==> src/rtl/led_frame_pkg.sv <==
package led_frame_pkg;

  typedef enum logic [2:0] {
    ST_IDLE,
    ST_PRE,
    ST_LOAD,
    ST_DATA,
    ST_POST
  } fr_state_e;

  localparam int unsigned ACT_LO_BIT = 20;
  localparam int unsigned ACT_HI_BIT = 21;
  localparam int unsigned LOC_BIT    = 19;
  localparam int unsigned FLT_BIT    = 22;
  localparam int unsigned SLOTF_LO   = 8;
  localparam int unsigned SLOTF_HI   = 15;

  // {fault, locate, activity}
  function automatic logic [2:0] led_flags(input logic [31:0] st);
    return {st[FLT_BIT], st[LOC_BIT], st[ACT_HI_BIT] | st[ACT_LO_BIT]};
  endfunction

endpackage

==> src/rtl/led_pat_store.sv <==
module led_pat_store #(
  parameter int unsigned NUM_PORTS = 8,
  parameter int unsigned SLOT_W    = 3,
  parameter int unsigned PORT_W    = 3,
  localparam int unsigned PAT_W    = 3 * NUM_PORTS
) (
  input  logic                          clk_i,
  input  logic                          rst_ni,
  input  logic                          wr_i,
  input  logic [PORT_W-1:0]             port_i,
  input  logic [31:0]                   status_i,
  input  logic [NUM_PORTS*SLOT_W-1:0]   map_i,
  output logic [PAT_W-1:0]              pat_next_o
);
  import led_frame_pkg::*;

  logic [PAT_W-1:0]  pat_q;
  logic [SLOT_W-1:0] slot;
  logic [2:0]        flags;

  assign flags = led_flags(status_i);

  always_comb begin
    slot = '0;
    for (int p = 0; p < NUM_PORTS; p++) begin
      if (port_i == PORT_W'(p)) slot = map_i[p*SLOT_W +: SLOT_W];
    end
  end

  always_comb begin
    pat_next_o = pat_q;
    for (int s = 0; s < NUM_PORTS; s++) begin
      if (slot == SLOT_W'(s)) pat_next_o[3*s +: 3] = flags;
    end
  end

  always_ff @(posedge clk_i or negedge rst_ni) begin
    if (!rst_ni)   pat_q <= '0;
    else if (wr_i) pat_q <= pat_next_o;
  end

endmodule

==> src/rtl/led_bit_timer.sv <==
module led_bit_timer #(
  parameter int unsigned HALF_CYC = 2500,
  localparam int unsigned CW = ($clog2(2 * HALF_CYC) < 1) ? 1 : $clog2(2 * HALF_CYC)
) (
  input  logic clk_i,
  input  logic rst_ni,
  input  logic run_i,
  input  logic clr_i,
  output logic half_o,
  output logic end_o
);
  logic [CW-1:0] cnt_q;

  assign half_o = run_i && (cnt_q == CW'(HALF_CYC - 1));
  assign end_o  = run_i && (cnt_q == CW'(2 * HALF_CYC - 1));

  always_ff @(posedge clk_i or negedge rst_ni) begin
    if (!rst_ni)              cnt_q <= '0;
    else if (clr_i || end_o)  cnt_q <= '0;
    else if (run_i)           cnt_q <= cnt_q + CW'(1);
  end

endmodule

==> src/rtl/led_frame_seq.sv <==
module led_frame_seq #(
  parameter int unsigned NUM_PORTS = 8,
  parameter int unsigned CLK_W     = 4,
  parameter int unsigned NP_W      = 4,
  localparam int unsigned PAT_W    = 3 * NUM_PORTS,
  localparam int unsigned BIT_W    = $clog2(PAT_W + 1),
  localparam int unsigned CNT_W    = (CLK_W > BIT_W) ? CLK_W : BIT_W
) (
  input  logic             clk_i,
  input  logic             rst_ni,
  input  logic             start_i,
  input  logic [PAT_W-1:0] pat_i,
  input  logic [CLK_W-1:0] pre_i,
  input  logic [CLK_W-1:0] post_i,
  input  logic [NP_W-1:0]  nports_i,
  input  logic             half_i,
  input  logic             end_i,
  output logic             busy_o,
  output logic             sclk_o,
  output logic             sload_o,
  output logic             sdata_o,
  output logic             done_o
);
  import led_frame_pkg::*;

  fr_state_e        st_q, adv_st;
  logic [CNT_W-1:0] cnt_q, adv_cnt;
  logic [CNT_W-1:0] nbits_q, post_q, nbits_live;
  logic [NP_W-1:0]  nports_c;
  logic [PAT_W-1:0] sh_q;

  assign nports_c   = (nports_i > NP_W'(NUM_PORTS)) ? NP_W'(NUM_PORTS) : nports_i;
  assign nbits_live = CNT_W'(nports_c) * CNT_W'(3);
  assign busy_o     = (st_q != ST_IDLE);

  // phase that follows the current one (from idle: first phase of a frame)
  always_comb begin
    adv_st  = ST_IDLE;
    adv_cnt = '0;
    unique case (st_q)
      ST_IDLE: begin
        if (pre_i != '0) begin adv_st = ST_PRE;  adv_cnt = CNT_W'(pre_i); end
        else             begin adv_st = ST_LOAD; adv_cnt = CNT_W'(1);     end
      end
      ST_PRE: begin adv_st = ST_LOAD; adv_cnt = CNT_W'(1); end
      ST_LOAD: begin
        if (nbits_q != '0)     begin adv_st = ST_DATA; adv_cnt = nbits_q; end
        else if (post_q != '0) begin adv_st = ST_POST; adv_cnt = post_q;  end
      end
      ST_DATA: begin
        if (post_q != '0) begin adv_st = ST_POST; adv_cnt = post_q; end
      end
      default: ;
    endcase
  end

  always_ff @(posedge clk_i or negedge rst_ni) begin
    if (!rst_ni) begin
      st_q    <= ST_IDLE;
      cnt_q   <= '0;
      nbits_q <= '0;
      post_q  <= '0;
      sh_q    <= '0;
      sclk_o  <= 1'b1;
      sload_o <= 1'b1;
      sdata_o <= 1'b1;
      done_o  <= 1'b0;
    end else begin
      done_o <= 1'b0;
      if (st_q == ST_IDLE) begin
        if (start_i) begin
          st_q    <= adv_st;
          cnt_q   <= adv_cnt;
          sclk_o  <= 1'b1;
          sload_o <= (adv_st == ST_LOAD);
          sh_q    <= pat_i;
          nbits_q <= nbits_live;
          post_q  <= CNT_W'(post_i);
        end
      end else begin
        if (half_i) sclk_o <= 1'b0;
        if (end_i) begin
          if (cnt_q > CNT_W'(1)) begin
            cnt_q  <= cnt_q - CNT_W'(1);
            sclk_o <= 1'b1;
            if (st_q == ST_DATA) begin
              sdata_o <= sh_q[0];
              sh_q    <= sh_q >> 1;
            end
          end else begin
            st_q    <= adv_st;
            cnt_q   <= adv_cnt;
            sload_o <= (adv_st == ST_LOAD);
            if (adv_st == ST_IDLE) done_o <= 1'b1;
            else                   sclk_o <= 1'b1;
            if (adv_st == ST_DATA) begin
              sdata_o <= sh_q[0];
              sh_q    <= sh_q >> 1;
            end
          end
        end
      end
    end
  end

endmodule

==> src/rtl/led_frame_tx.sv <==
module led_frame_tx #(
  parameter int unsigned NUM_PORTS = 8,
  parameter int unsigned PM_SLOTS  = 8,
  parameter int unsigned HALF_CYC  = 2500,
  parameter int unsigned CLK_W     = 4,
  localparam int unsigned SLOT_W   = (NUM_PORTS > 1) ? $clog2(NUM_PORTS) : 1,
  localparam int unsigned PORT_W   = SLOT_W,
  localparam int unsigned NP_W     = $clog2(NUM_PORTS + 1),
  localparam int unsigned PAT_W    = 3 * NUM_PORTS
) (
  input  logic                        clk_i,
  input  logic                        rst_ni,
  input  logic                        req_valid_i,
  output logic                        req_ready_o,
  input  logic [PORT_W-1:0]           req_port_i,
  input  logic [31:0]                 req_status_i,
  output logic                        req_err_o,
  input  logic [CLK_W-1:0]            cfg_pre_i,
  input  logic [CLK_W-1:0]            cfg_post_i,
  input  logic [NP_W-1:0]             cfg_nports_i,
  input  logic [NUM_PORTS*SLOT_W-1:0] cfg_map_i,
  output logic                        sclk_o,
  output logic                        sload_o,
  output logic                        sdata_o,
  output logic                        done_o
);
  import led_frame_pkg::*;

  logic             busy, accept, slot_ok, start;
  logic             half, bit_end;
  logic [PAT_W-1:0] pat_next;

  assign slot_ok     = {24'd0, req_status_i[SLOTF_HI:SLOTF_LO]} < 32'(PM_SLOTS);
  assign req_ready_o = !busy;
  assign accept      = req_valid_i && req_ready_o;
  assign start       = accept && slot_ok;

  always_ff @(posedge clk_i or negedge rst_ni) begin
    if (!rst_ni) req_err_o <= 1'b0;
    else         req_err_o <= accept && !slot_ok;
  end

  led_pat_store #(
    .NUM_PORTS(NUM_PORTS), .SLOT_W(SLOT_W), .PORT_W(PORT_W)
  ) u_store (
    .clk_i      (clk_i),
    .rst_ni     (rst_ni),
    .wr_i       (start),
    .port_i     (req_port_i),
    .status_i   (req_status_i),
    .map_i      (cfg_map_i),
    .pat_next_o (pat_next)
  );

  led_bit_timer #(.HALF_CYC(HALF_CYC)) u_timer (
    .clk_i  (clk_i),
    .rst_ni (rst_ni),
    .run_i  (busy),
    .clr_i  (start),
    .half_o (half),
    .end_o  (bit_end)
  );

  led_frame_seq #(
    .NUM_PORTS(NUM_PORTS), .CLK_W(CLK_W), .NP_W(NP_W)
  ) u_seq (
    .clk_i    (clk_i),
    .rst_ni   (rst_ni),
    .start_i  (start),
    .pat_i    (pat_next),
    .pre_i    (cfg_pre_i),
    .post_i   (cfg_post_i),
    .nports_i (cfg_nports_i),
    .half_i   (half),
    .end_i    (bit_end),
    .busy_o   (busy),
    .sclk_o   (sclk_o),
    .sload_o  (sload_o),
    .sdata_o  (sdata_o),
    .done_o   (done_o)
  );

endmodule

==> config.mk <==
export PLATFORM = sky130hd
export DESIGN_NAME = led_frame_tx
export DESIGN_NICKNAME = d
export VERILOG_FILES = /design/src/rtl/led_frame_pkg.sv /design/src/rtl/led_pat_store.sv /design/src/rtl/led_bit_timer.sv /design/src/rtl/led_frame_seq.sv /design/src/rtl/led_frame_tx.sv
export SDC_FILE = /design/constraint.sdc
export NUM_CORES = 1
export LEC_CHECK = 0
export ABC_AREA = 1
export BUFFER_PORTS_ARGS = -buffer_cell sky130_fd_sc_hd__buf_4
export CORE_MARGIN = 2
export CORE_UTILIZATION = 45
export CTS_CLUSTER_DIAMETER = 40
export DETAILED_ROUTE_END_ITERATION = 8
export PLACE_DENSITY = 0.66
export SLEW_MARGIN = 20
export SYNTH_ARGS = -nofsm -noshare
export SYNTH_HDL_FRONTEND = slang
export SYNTH_SLANG_ARGS = --single-unit
==> constraint.sdc <==
create_clock -name clk_i -period 3.24 [get_ports clk_i]
set_input_delay 0.162 -clock clk_i [delete_from_list [all_inputs] [get_ports clk_i]]
set_output_delay 0.162 -clock clk_i [all_outputs]
set_load 0.01 [all_outputs]
-- After elaboration in Yosys (flattened, before gate mapping)
Index checks and enable logic that the tools add are counted.
- output and inout port bits: 6
- register bits: 83
- input bits: 74
- logic and storage cells: 128
- bitwise operators: 2
- $mul: 1
- add/subtract/negate cells: 2
- order comparisons: 3
- muxes and demuxes: 58
- reductions and logical operators: 25
- eq/ne operators: 25
- operator list (kind ; count):
    24-bit 2-to-1 mux ; 6
    3-bit 2-to-1 mux ; 22
    13-bit 2-to-1 mux ; 2
    5-bit 2-to-1 mux ; 5
    3-bit by 2-bit == test with 1-bit output, second input constant ; 8
    3-bit == test, second input constant ; 8
    5-bit case mux with 4 select lines ; 1
    1-bit 2-to-1 mux ; 17
    13-bit by 1-bit adder with 13-bit output, second input constant ; 1
    13-bit by 12-bit == test with 1-bit output, second input constant ; 1
    13-bit == test, second input constant ; 1
    3-bit zero test ; 4
    4-bit 2-to-1 mux ; 3
    3-bit case mux with 4 select lines ; 1
    5-bit nonzero test ; 2
    3-bit by 1-bit == test with 1-bit output, second input constant ; 3
    8-bit by 4-bit < comparator with 1-bit output, second input constant ; 1
    4-bit AND reduction ; 2
    2-bit nonzero test ; 3
    3-bit nonzero test ; 2
    5-bit by 1-bit > comparator with 1-bit output, second input constant ; 1
    1-bit logical AND ; 5
    4-bit by 2-bit multiplier with 5-bit output, second input constant ; 1
    5-bit by 1-bit subtractor with 5-bit output, second input constant ; 1
    other kinds (12) ; 15

-- Logic depth before layout (Yosys ltp)
Gate-level depths: netlist of the first run.
- depth in word-level cells: 13
- depth in mapped cells: 14
- gate-level depth less buffers: 13

-- Modules after synthesis
A second synthesis of the first run with hierarchy kept.
- cell total of the unflattened synthesis: 760
- area total of the unflattened synthesis: 5545.3 µm²
- by module, submodules not included (module ; times used ; sequential area each (µm²) ; area each (µm²) ; cells an instance):
    led_frame_seq ; 1 ; 1129.8 ; 2671.3 ; 332
    led_pat_store ; 1 ; 600.6 ; 1909.3 ; 283
    led_bit_timer ; 1 ; 325.3 ; 900.9 ; 134
    led_frame_tx ; 1 ; 25.0 ; 63.8 ; 11

-- Worst setup path after synthesis of the first run
Ideal clock, no wire load.
- path kind: register to register
- start: reg u_seq.st_q[2]
- end: reg u_seq.sh_q[23]
- setup time: 0.119 ns
- setup slack: 1.396 ns
- data required time: 3.121 ns
- path buffers: 2
- arrival time: 1.726 ns
- period minus slack after synthesis: 1.844 ns
- cell stages (with the launch flop): 13
- path through: dfrtp_1 nor2_2 nand2_2 nor3_4 nor2_2 inv_2 nand2_2 inv_2 nand2_2 buf_6 buf_2 nand2_1 nand2_1
- word-level cells in the longest chain between the ends: 6
- elaborated cells between the ends (all ways): 17
- those cells by class: eq/ne (6); mux (2); reduce/logical (9)
- ends and longest elaborated chain (element ; line ; text):
    from (decl) ; led_frame_seq.sv:26 ; fr_state_e st_q, adv_st;
    from (signal assigned) ; led_frame_seq.sv:72 ; st_q <= adv_st;
    from (signal assigned) ; led_frame_seq.sv:91 ; st_q <= adv_st;
    branches (longest 6 deep; another with 3-bit case mux with 4 select lines) ; - ;
    to (signal assigned) ; led_frame_seq.sv:76 ; sh_q <= pat_i;
    to (signal assigned) ; led_frame_seq.sv:88 ; sh_q <= sh_q >> 1;
    to (signal assigned) ; led_frame_seq.sv:98 ; sh_q <= sh_q >> 1;
    to (decl) ; led_frame_seq.sv:30 ; logic [PAT_W-1:0] sh_q;
Several ways; the timed one is not identified.
A chain may end at the register's enable or synchronous reset.

-- Final worst setup path of the first run
- start: reg u_seq.st_q[2]
- end: reg u_seq.sh_q[8]
The elaborated chain is that of the path after synthesis.

==> results of run 1 <==
what timing repair did:
action                                  4_1_cts  5_1_grt
hold buffers                                  2        0
endpoints found under the hold margin        60        0
endpoints found under the setup margin        0        0
worst min-delay path, cell delays in order:
cell and delay (ps):
buf_4 80, nand2_1 40, o21ai_0 60
final cells by class:
cell class                      instances  area (µm²)
Clock buffer                            9         124
Clock inverter                          7        98.8
Fill cell                            1048        4800
Inverter                               54         203
Multi-Input combinational cell        531        2410
Sequential cell                        83        2080
Tap cell                              136         170
Timing Repair Buffer                   63         478
metal layers:
| layer | wire length, µm | track usage | part of all wire | up-vias |
|---|---|---|---|---|
| met1 | 5310 | 0.276 | 0.47 | 2139 |
| li1 | - | - | - | 2339 |
| met4 | 199 | 0.0760 | 0.017 | 0 |
| met2 | 5490 | 0.352 | 0.48 | 97 |
| met3 | 399 | 0.0242 | 0.035 | 19 |
| met5 | 0 | 0 | 0 | - |
worst min path at each step:
stage	end	slack [ps]	cells after the start
after floorplan	req_err_o$_DFF_PN0_	-130	0
after global placement	u_timer.cnt_q[9]$_DFFE_PN0P_	310	1
after detailed placement	u_timer.cnt_q[9]$_DFFE_PN0P_	310	1
after CTS	u_seq.post_q[3]$_DFFE_PN0P_	6	3
after global routing	u_seq.post_q[2]$_DFFE_PN0P_	40	3
final	u_seq.post_q[3]$_DFFE_PN0P_	20	3
flip-flops by register name (all words and copies together) (netlist names):
name,cells
u_seq.cnt_q,5
u_seq.sdata_o,1
u_store.pat_q,24
u_timer.cnt_q,13
u_seq.nbits_q,5
u_seq.sload_o,1
u_seq.sclk_o,1
u_seq.st_q,3
u_seq.sh_q,24
u_seq.done_o,1
u_seq.post_q,4
req_err_o,1
logic make-up after synthesis:
logic type	Yosys count	share of synthesized area
adders and majority gates	6	0.0171
buffers and inverters	81	0.0687
muxes	2	0.00441
AOI/OAI and AO/OA	50	0.0594
and+or+nand+nor	466	0.407
DFF	83	0.431
xor gates and xnor gates	7	0.0127
where the power goes:
| group | internal (mW) | switching, mW | total [mW] | leakage [nW] |
|---|---|---|---|---|
| Clock | 0.439 | 0.390 | 0.830 | 0.110 |
| Sequential | 1.04 | 0.00476 | 1.04 | 1.05 |
| Combinational | 0.0797 | 0.138 | 0.217 | 1.78 |
| Total | 1.56 | 0.532 | 2.09 | 2.94 |
Yosys cell counts:
cell type,number
a21boi_0,2
a21oi_1,16
a22o_1,1
a22oi_1,2
a32o_1,1
buf_2,10
buf_6,2
clkbuf_1,15
clkinv_1,1
dfrtp_1,80
dfstp_2,3
fa_1,1
ha_1,5
inv_1,50
inv_2,3
mux2_2,1
mux2i_1,1
nand2_1,267
nand2_2,3
nand3_1,58
nand4_1,28
nor2_1,84
nor2_2,3
nor2_4,1
nor3_1,13
nor3_4,1
nor4_1,7
o211ai_1,3
o21ai_0,20
o221ai_1,1
o22ai_1,3
o31ai_1,1
or2_2,1
xnor2_1,2
xor2_1,5
per-stage QoR:
| stage | power, mW | utilization | worst slack (ps) | instances | area (µm²) |
|---|---|---|---|---|---|
| 2_1_floorplan | 1.18 | - | 1400 | 695 | 4830 |
| 3_3_place_gp | 1.28 | 0.514 | 596 | 865 | 5330 |
| 3_5_place_dp | 1.28 | 0.514 | 564 | 865 | 5330 |
| 4_1_cts | 2.12 | 0.537 | 533 | 883 | 5570 |
| 5_1_grt | 2.18 | 0.537 | 189 | 883 | 5570 |
| 6_report | 2.09 | 0.537 | 586 | 883 | 5570 |
==> flow_summary.toml, run 1 <==
[critical_path]
timing.critical_path.buf_inv = 2
reg2regPathDepth = 10
r2r_slack_ps = 590
worst_path_dominant_cell_family = "simple AND/OR/NAND/NOR gates"
cp_cell_sequence = "nor2_2 > nand2_2 > nor2_2 > inv_2 > nand2_2 > inv_2 > nand2_2 > nor2_1 > nand2_1 > nand2_1"
path_class = "reg2reg"
crit_start = "u_seq.st_q[2]$_DFFE_PN0P_"
r2r-end = "u_seq.sh_q[8]$_DFFE_PN0P_"
cp.depth = 10
regToRegStartpoint = "u_seq.st_q[2]$_DFFE_PN0P_"
cp-endpoint = "u_seq.sh_q[8]$_DFFE_PN0P_"
cp.required_ps = 3480
cpPeakStageDelay_ps = 620
crit_top_cell = "nand2_2"
cp_max_fo = 47
critPathLaunchType = "flip-flop"
endpoint_kind = "flip-flop"
cp_data_arrival_time_ps = 2890
slowest_stage = "nand2_2"

[route]
routedWlPerCell_um = 12.9
via_per_inst = 5.20
num_vias = 4594
drtIter0Drc = 265
drc = 0
dr.pass1.iters = 5
wirelength_um = 11400
antenna_left = 0

[yosys]
avgSynthCellArea_um2 = 6.95
synth_seq_cells = 83
syn_inst = 695
synth_nets = 775
synth_cell_types = 35
yosys_warnings = 0
syn_area_mm2 = 0.00483
synth_top_area_frac = 0.415
yosys.area.top_type = "dfrtp_1"
seq_area_frac_synth = 0.431
synth_area_leaders = "dfrtp_1 (41%), nand2_1 (21%), nor2_1 (6.5%)"

[clocking]
cts_setup_buffers = 0
cts_root_buf = "clkbuf_8"
path_clk_slew_ps = 90
clock_latency_ps = 350
cts.sinks = 83
cts_max_path_buffers = 2
cts.htree.levels = 3
cts_resized = 0
cts_made_buffers = 9
cts_tree = "built"

[final_layout]
drive_above_1_share = 0.124
nNetsFinal = 822
areaGrowthSynthToFinish_pct = 15.4
final_cell_mix = "nand2_1 (267), nor2_1 (84), dfrtp_1 (80), buf_4 (61), nand3_1 (58)"
antenna_cells = 0
final_common_cell = "nand2_1"

[die]
num_rows = 37
die-area_mm2 = 0.0116
die_h_um = 108
core-area_mm2 = 0.0104
io-pin-count = 80
start_util = 0.465
die_w_um = 108

[sta]
finalCritPeriodShare = 0.819
max_slew.worst_pin.slew_ps = 1070
rsz0062_at_grt = "false"
tns_ps = 0
skew_ps = 12.3
finalSetupViolations = 0
hold_slack_ps = 18.4
final_max_slew_viol_count = 0
max-slew-margin-rel = 0.284
hold_violations = 0
max_freq_ghz = 0.377
finalCriticalPeriod_ps = 2650

[place]
routabilityCongestion = 0.929
portBuffers = 56
hpwl_um = 7980

[pwr]
peakVddDrop_uv = 183
p_leak_nw = 2.94
p_per_area_mw_per_mm2 = 376

[worst_hold_path]
hp-start = "cfg_post_i[3]"
hp-class = "in2reg"

[global_route]
grt_pass1_vias = 4400
grt_use_total = 0.208
grt_max_degree = 64
antenna_found_initial = 0
grt_pass1_wl_um = 19500
grt-ovfl-total = 0

[job]
drv_cap = 0

[run_status]
run_status = "finished clean"
No activity file was read; power rests on OpenSTA's default activity.
==> run 2, diff against run 1 <==
PLACE_DENSITY = 0.69   (was 0.66)
clock period = 2.38 ns   (was 3.24 ns; I/O delays follow)
==> run 2 against run 1 <==
  * Sequential share of layout area fell by 0.66 points
  * Sequential power up 37%
  * Power is 35% higher
  * Global-route usage is 1.1 points higher
  * Critical endpoint is now req_ready_o
  * Clock skew is essentially flat
  * Critical path type is now reg2out
  * Highest routed layer unchanged
  * Design area rose by 1.8%
  * Register-to-register slack worse by 250 ps
==> flow_summary.toml, run 2 (synthesis gave the netlist of run 1 again) <==
[place]
portBuffers = 56
placed_area_mm2 = 0.00541
dp.cells = 874
hpwl_um = 8130
pre_cts_ws_ps = 258
routabilityCongestion = 0.903

[route]
drtIter0Drc = 273
wirelength_um = 11700
maxUsedRoutingLayer = "met4"
num_vias = 4638
wl_met1_um = 5240
antenna_left = 0
drc = 0
met3_length_um = 548
via_per_inst = 5.18
routedWlPerCell_um = 13.0
dr.pass1.iters = 5
wl_met2_um = 5760

[sta]
finalCriticalPeriod_ps = 2210
skew_ps = 12.3
tns_ps = 0
max_freq_ghz = 0.452
finalCritPeriodShare = 0.930
finalSetupViolations = 0
final_max_slew_viol_count = 0
max-slew-margin-rel = 0.605
hold_slack_ps = 63.4
fin_ws_ps = 168
rsz0062_at_grt = "false"
hold_violations = 0
max_slew.worst_pin.slew_ps = 592

[run_status]
run_status = "finished clean"

[clocking]
cts.sinks = 83
cts_root_buf = "clkbuf_8"
cts_setup_buffers = 0
cts_max_path_buffers = 2
cts_tree = "built"
cts_made_buffers = 9
cts.htree.levels = 3
clock_latency_ps = 360
path_clk_slew_ps = 90

[global_route]
grt_pass1_vias = 4618
grt_use_total = 0.219
grt_pass1_wl_um = 20400
grt-ovfl-total = 0
grt_max_degree = 49
antenna_found_initial = 0

[final_layout]
reg_top3 = "u_seq.sh_q (24), u_store.pat_q (24), u_timer.cnt_q (13)"
antenna_cells = 0
postLayoutCellArea_mm2 = 0.00567
nNetsFinal = 834
drive_above_1_share = 0.132
final_cell_mix = "nand2_1 (267), nor2_1 (84), dfrtp_1 (80), buf_4 (68), nand3_1 (58)"
stdcell_count = 895
final_common_cell = "nand2_1"
areaGrowthSynthToFinish_pct = 17.4

[critical_path]
cp_data_arrival_time_ps = 2090
reg2regPathDepth = 11
endpoint_kind = "output port"
r2r_slack_ps = 340
path_class = "reg2out"
r2r-end = "u_seq.sh_q[21]$_DFFE_PN0P_"
crit_start = "u_seq.st_q[2]$_DFFE_PN0P_"
cp.required_ps = 2260
cp_max_fo = 48
critPathLaunchType = "flip-flop"
regToRegStartpoint = "u_seq.cnt_q[1]$_DFFE_PN0P_"

[worst_hold_path]
hp-start = "req_valid_i"
whs_path_depth = 3
hold_path_end = "req_err_o$_DFF_PN0_"
hp-class = "in2reg"

[pwr]
p_leak_nw = 2.99
p_per_area_mw_per_mm2 = 498
peakVddDrop_uv = 396

[die]
io-pin-count = 80
core-area_mm2 = 0.0104
die-area_mm2 = 0.0116
die_h_um = 108
start_util = 0.465
die_w_um = 108
num_rows = 37

[job]
drv_cap = 0
## run 2: cell count changes in the layout (fill, tap and decap cells not counted)
cell	before	now
buf_12	0	1
buf_4	61	68
buf_6	0	1
clkbuf_1	0	2
clkinv_2	1	2
clkinv_4	1	0
dlygate4sd3_1	2	5
inv_6	2	0
## run 2: final cells by class
cell class	count	area [µm²]
multi-input combinational	531	2410
clock inverter	5	77.6
timing repair buffer	75	592
fill	1022	4700
sequential	83	2080
clock buffer	11	131
tap	136	170
inverter	54	203
## run 2: timing repair
action	in CTS	in global routing
setup endpoints to repair	0	1
hold buffers	5	0
hold endpoints to repair	43	0
resized for setup	0	1
## run 2: worst max-delay path by stage
stage                            endpoint  slack (ps)
2_1_floorplan  u_seq.sh_q[23]$_DFFE_PN0P_         540
3_3_place_gp    u_seq.sh_q[8]$_DFFE_PN0P_         310
3_5_place_dp   u_seq.sh_q[21]$_DFFE_PN0P_         260
4_1_cts                       req_ready_o         160
5_1_grt                       req_ready_o          10
6_report                      req_ready_o         170
## run 2: worst max-delay path: stages, from the launching register on
cell and delay, ps:
dfrtp_1 450, nor2_2 160, nand2_2 150, buf_4 190
inv_2 90, buf_4 440, buf_4 210
## run 2: stage by stage
| stage | power (mW) | util |
|---|---|---|
| after floorplan | 1.60 | - |
| final | 2.82 | 0.547 |
| after detailed placement | 1.75 | 0.521 |
| after global placement | 1.74 | 0.521 |
| after global routing | 2.95 | 0.547 |
| after CTS | 2.86 | 0.546 |
## run 2: per-layer routing
layer	GRT usage	vias to the layer above
met5	0	-
met4	0.0467	0
met3	0.0551	9
met2	0.388	96
met1	0.270	2173
li1	-	2360
## run 2: report_power, final
group	total [mW]	switching [mW]	internal, mW	leakage [nW]
Sequential	1.42	0.00669	1.42	1.05
Combinational	0.308	0.189	0.119	1.84
Clock	1.09	0.504	0.588	0.103
Total	2.82	0.700	2.12	2.99
==> run 3, diff against run 2 <==
PLACE_DENSITY = 0.66   (was 0.69)
clock period = 2.5 ns   (was 2.38 ns; I/O delays follow)
==> run 3 against run 2 <==
  * Clock-buffer cell count stayed put
  * Clock skew is 2.2 ps lower
  * Combinational power is 6% lower
  * Non-clock buffer count is 5 lower
  * Die area stayed put
  * Via count is 1.4% lower
  * Sequential power is 5% lower
  * Critical path type is now reg2reg
  * Critical endpoint is now u_seq.sh_q[9]$_DFFE_PN0P_
  * Highest routed layer unchanged
==> flow_summary.toml, run 3 (synthesis gave the netlist of run 1 again) <==
[global_route]
grt_max_degree = 49
grt_pass1_vias = 4543
antenna_found_initial = 0
use_met2 = 0.365
use_met3 = 0.0254
top_usage_layer = "met2"
grt_pass1_wl_um = 19900
grt-ovfl-total = 0
grtUsageMet1 = 0.272
grt_use_total = 0.212

[critical_path]
cp-endpoint = "u_seq.sh_q[9]$_DFFE_PN0P_"
worst_path_dominant_cell_family = "simple AND/OR/NAND/NOR gates"
cpPeakStageDelay_ps = 440
timing.critical_path.buf_inv = 3
r2r_slack_ps = 350
crit_start = "u_seq.st_q[2]$_DFFE_PN0P_"
critPathLaunchType = "flip-flop"
cp_cell_sequence = "nor2_2 > nand2_2 > nor3_4 > nor2_2 > inv_2 > nand2_2 > inv_2 > nand2_2 > buf_12 > nor2_1 > nand2_1 > nand2_1"
cp_data_arrival_time_ps = 2440
regToRegStartpoint = "u_seq.st_q[2]$_DFFE_PN0P_"
r2r-end = "u_seq.sh_q[9]$_DFFE_PN0P_"
reg2regPathDepth = 12
crit_top_cell = "nand2_2"
path_class = "reg2reg"
cp_max_fo = 47
cp.required_ps = 2780
slowest_stage = "dfrtp_1"
endpoint_kind = "flip-flop"
cp.depth = 12

[die]
core-area_mm2 = 0.0104
die_h_um = 108
num_rows = 37
die-area_mm2 = 0.0116
start_util = 0.465
io-pin-count = 80
die_w_um = 108

[final_layout]
antenna_cells = 0
postLayoutCoreUtil = 0.541
drive_above_1_share = 0.131
final_cell_mix = "nand2_1 (267), nor2_1 (84), dfrtp_1 (80), buf_4 (65), nand3_1 (58)"
stdcell_count = 890
reg_top3 = "u_seq.sh_q (24), u_store.pat_q (24), u_timer.cnt_q (13)"
final_common_cell = "nand2_1"
areaGrowthSynthToFinish_pct = 16.1
nNetsFinal = 829

[clocking]
cts_resized = 0
cts_root_buf = "clkbuf_8"
cts_setup_buffers = 0
cts_max_path_buffers = 2
cts_tree = "built"
path_clk_slew_ps = 90
cts.htree.levels = 3
cts_made_buffers = 9
cts.sinks = 83
clock_latency_ps = 350

[sta]
max_slew.worst_pin.slew_ps = 615
finalCriticalPeriod_ps = 2150
final_max_slew_viol_count = 0
skew_ps = 10.2
max_freq_ghz = 0.465
hold_violations = 0
rsz0062_at_grt = "false"
finalCritPeriodShare = 0.861
max-slew-margin-rel = 0.590
tns_ps = 0
finalSetupViolations = 0

[route]
drtIter0Drc = 256
routedWlPerCell_um = 12.9
antenna_left = 0
drc = 0
num_vias = 4573
via_per_inst = 5.14
wirelength_um = 11500
dr.pass1.iters = 5

[worst_hold_path]
hp-class = "in2reg"

[job]
drv_cap = 0

[place]
portBuffers = 56
dp.cells = 871
routabilityCongestion = 0.938
hpwl_um = 7980

[pwr]
p_sw_mw = 0.683
peakVddDrop_uv = 218
power_switching_share = 0.269
p_leak_nw = 2.96
power_frac_seq = 0.534
p_per_area_mw_per_mm2 = 452
p_total_mw = 2.54
p_comb_frac = 0.115
p_int_mw = 1.85
power.share.clock = 0.351

[run_status]
run_status = "finished clean"
## run 3: layout make-up
cell class	count	area [µm²]
Fill cell	1023	4760
Multi-Input combinational cell	531	2410
Sequential cell	83	2080
Timing Repair Buffer	70	558
Inverter	54	203
Tap cell	136	170
Clock buffer	11	141
Clock inverter	5	37.5
## run 3: worst reg2reg max path, cell delays in order (launching register included)
cell	delay, ps
dfrtp_1	440
nor2_2	160
nand2_2	180
nor3_4	290
nor2_2	130
inv_2	80
nand2_2	170
inv_2	140
nand2_2	70
buf_12	180
nor2_1	120
nand2_1	60
nand2_1	50
## run 3: timing repair
item / CTS / global route
hold buffers: 3 / 0
setup endpoints to repair: 0 / 0
hold endpoints to repair: 44 / 0
## run 3: routing by layer
layer  part of all wire  vias to the layer above
met4              0.016                        0
met3              0.042                       17
met1               0.47                     2108
li1                   -                     2349
met5                  0                        -
met2               0.47                       99
## run 3: through the flow
stage	worst slack (ps)	instance area, µm²	hold WS, ps
after floorplan	656	4830	-171
after global placement	388	5400	166
after detailed placement	396	5400	170
after CTS	363	5610	14.3
after global routing	43.4	5610	29.8
final	349	5610	14.1
## run 3: how the worst min path moves through the flow
stage,from,endpoint,cells past startpoint
after floorplan,rst_ni,req_err_o$_DFF_PN0_,0
after global placement,rst_ni,u_timer.cnt_q[9]$_DFFE_PN0P_,1
after detailed placement,rst_ni,u_timer.cnt_q[9]$_DFFE_PN0P_,1
after CTS,cfg_post_i[1],u_seq.post_q[1]$_DFFE_PN0P_,3
after global routing,cfg_post_i[2],u_seq.post_q[2]$_DFFE_PN0P_,3
final,cfg_post_i[1],u_seq.post_q[1]$_DFFE_PN0P_,3
## run 3: power by group through the flow
stage          sequential, mW  clock [mW]  combinational [mW]
6_report                 1.35       0.890               0.291
5_1_grt                  1.36       0.960               0.324
4_1_cts                  1.35       0.912               0.292
3_5_place_dp             1.38           0               0.287
3_3_place_gp             1.38           0               0.282
2_1_floorplan            1.38           0               0.146
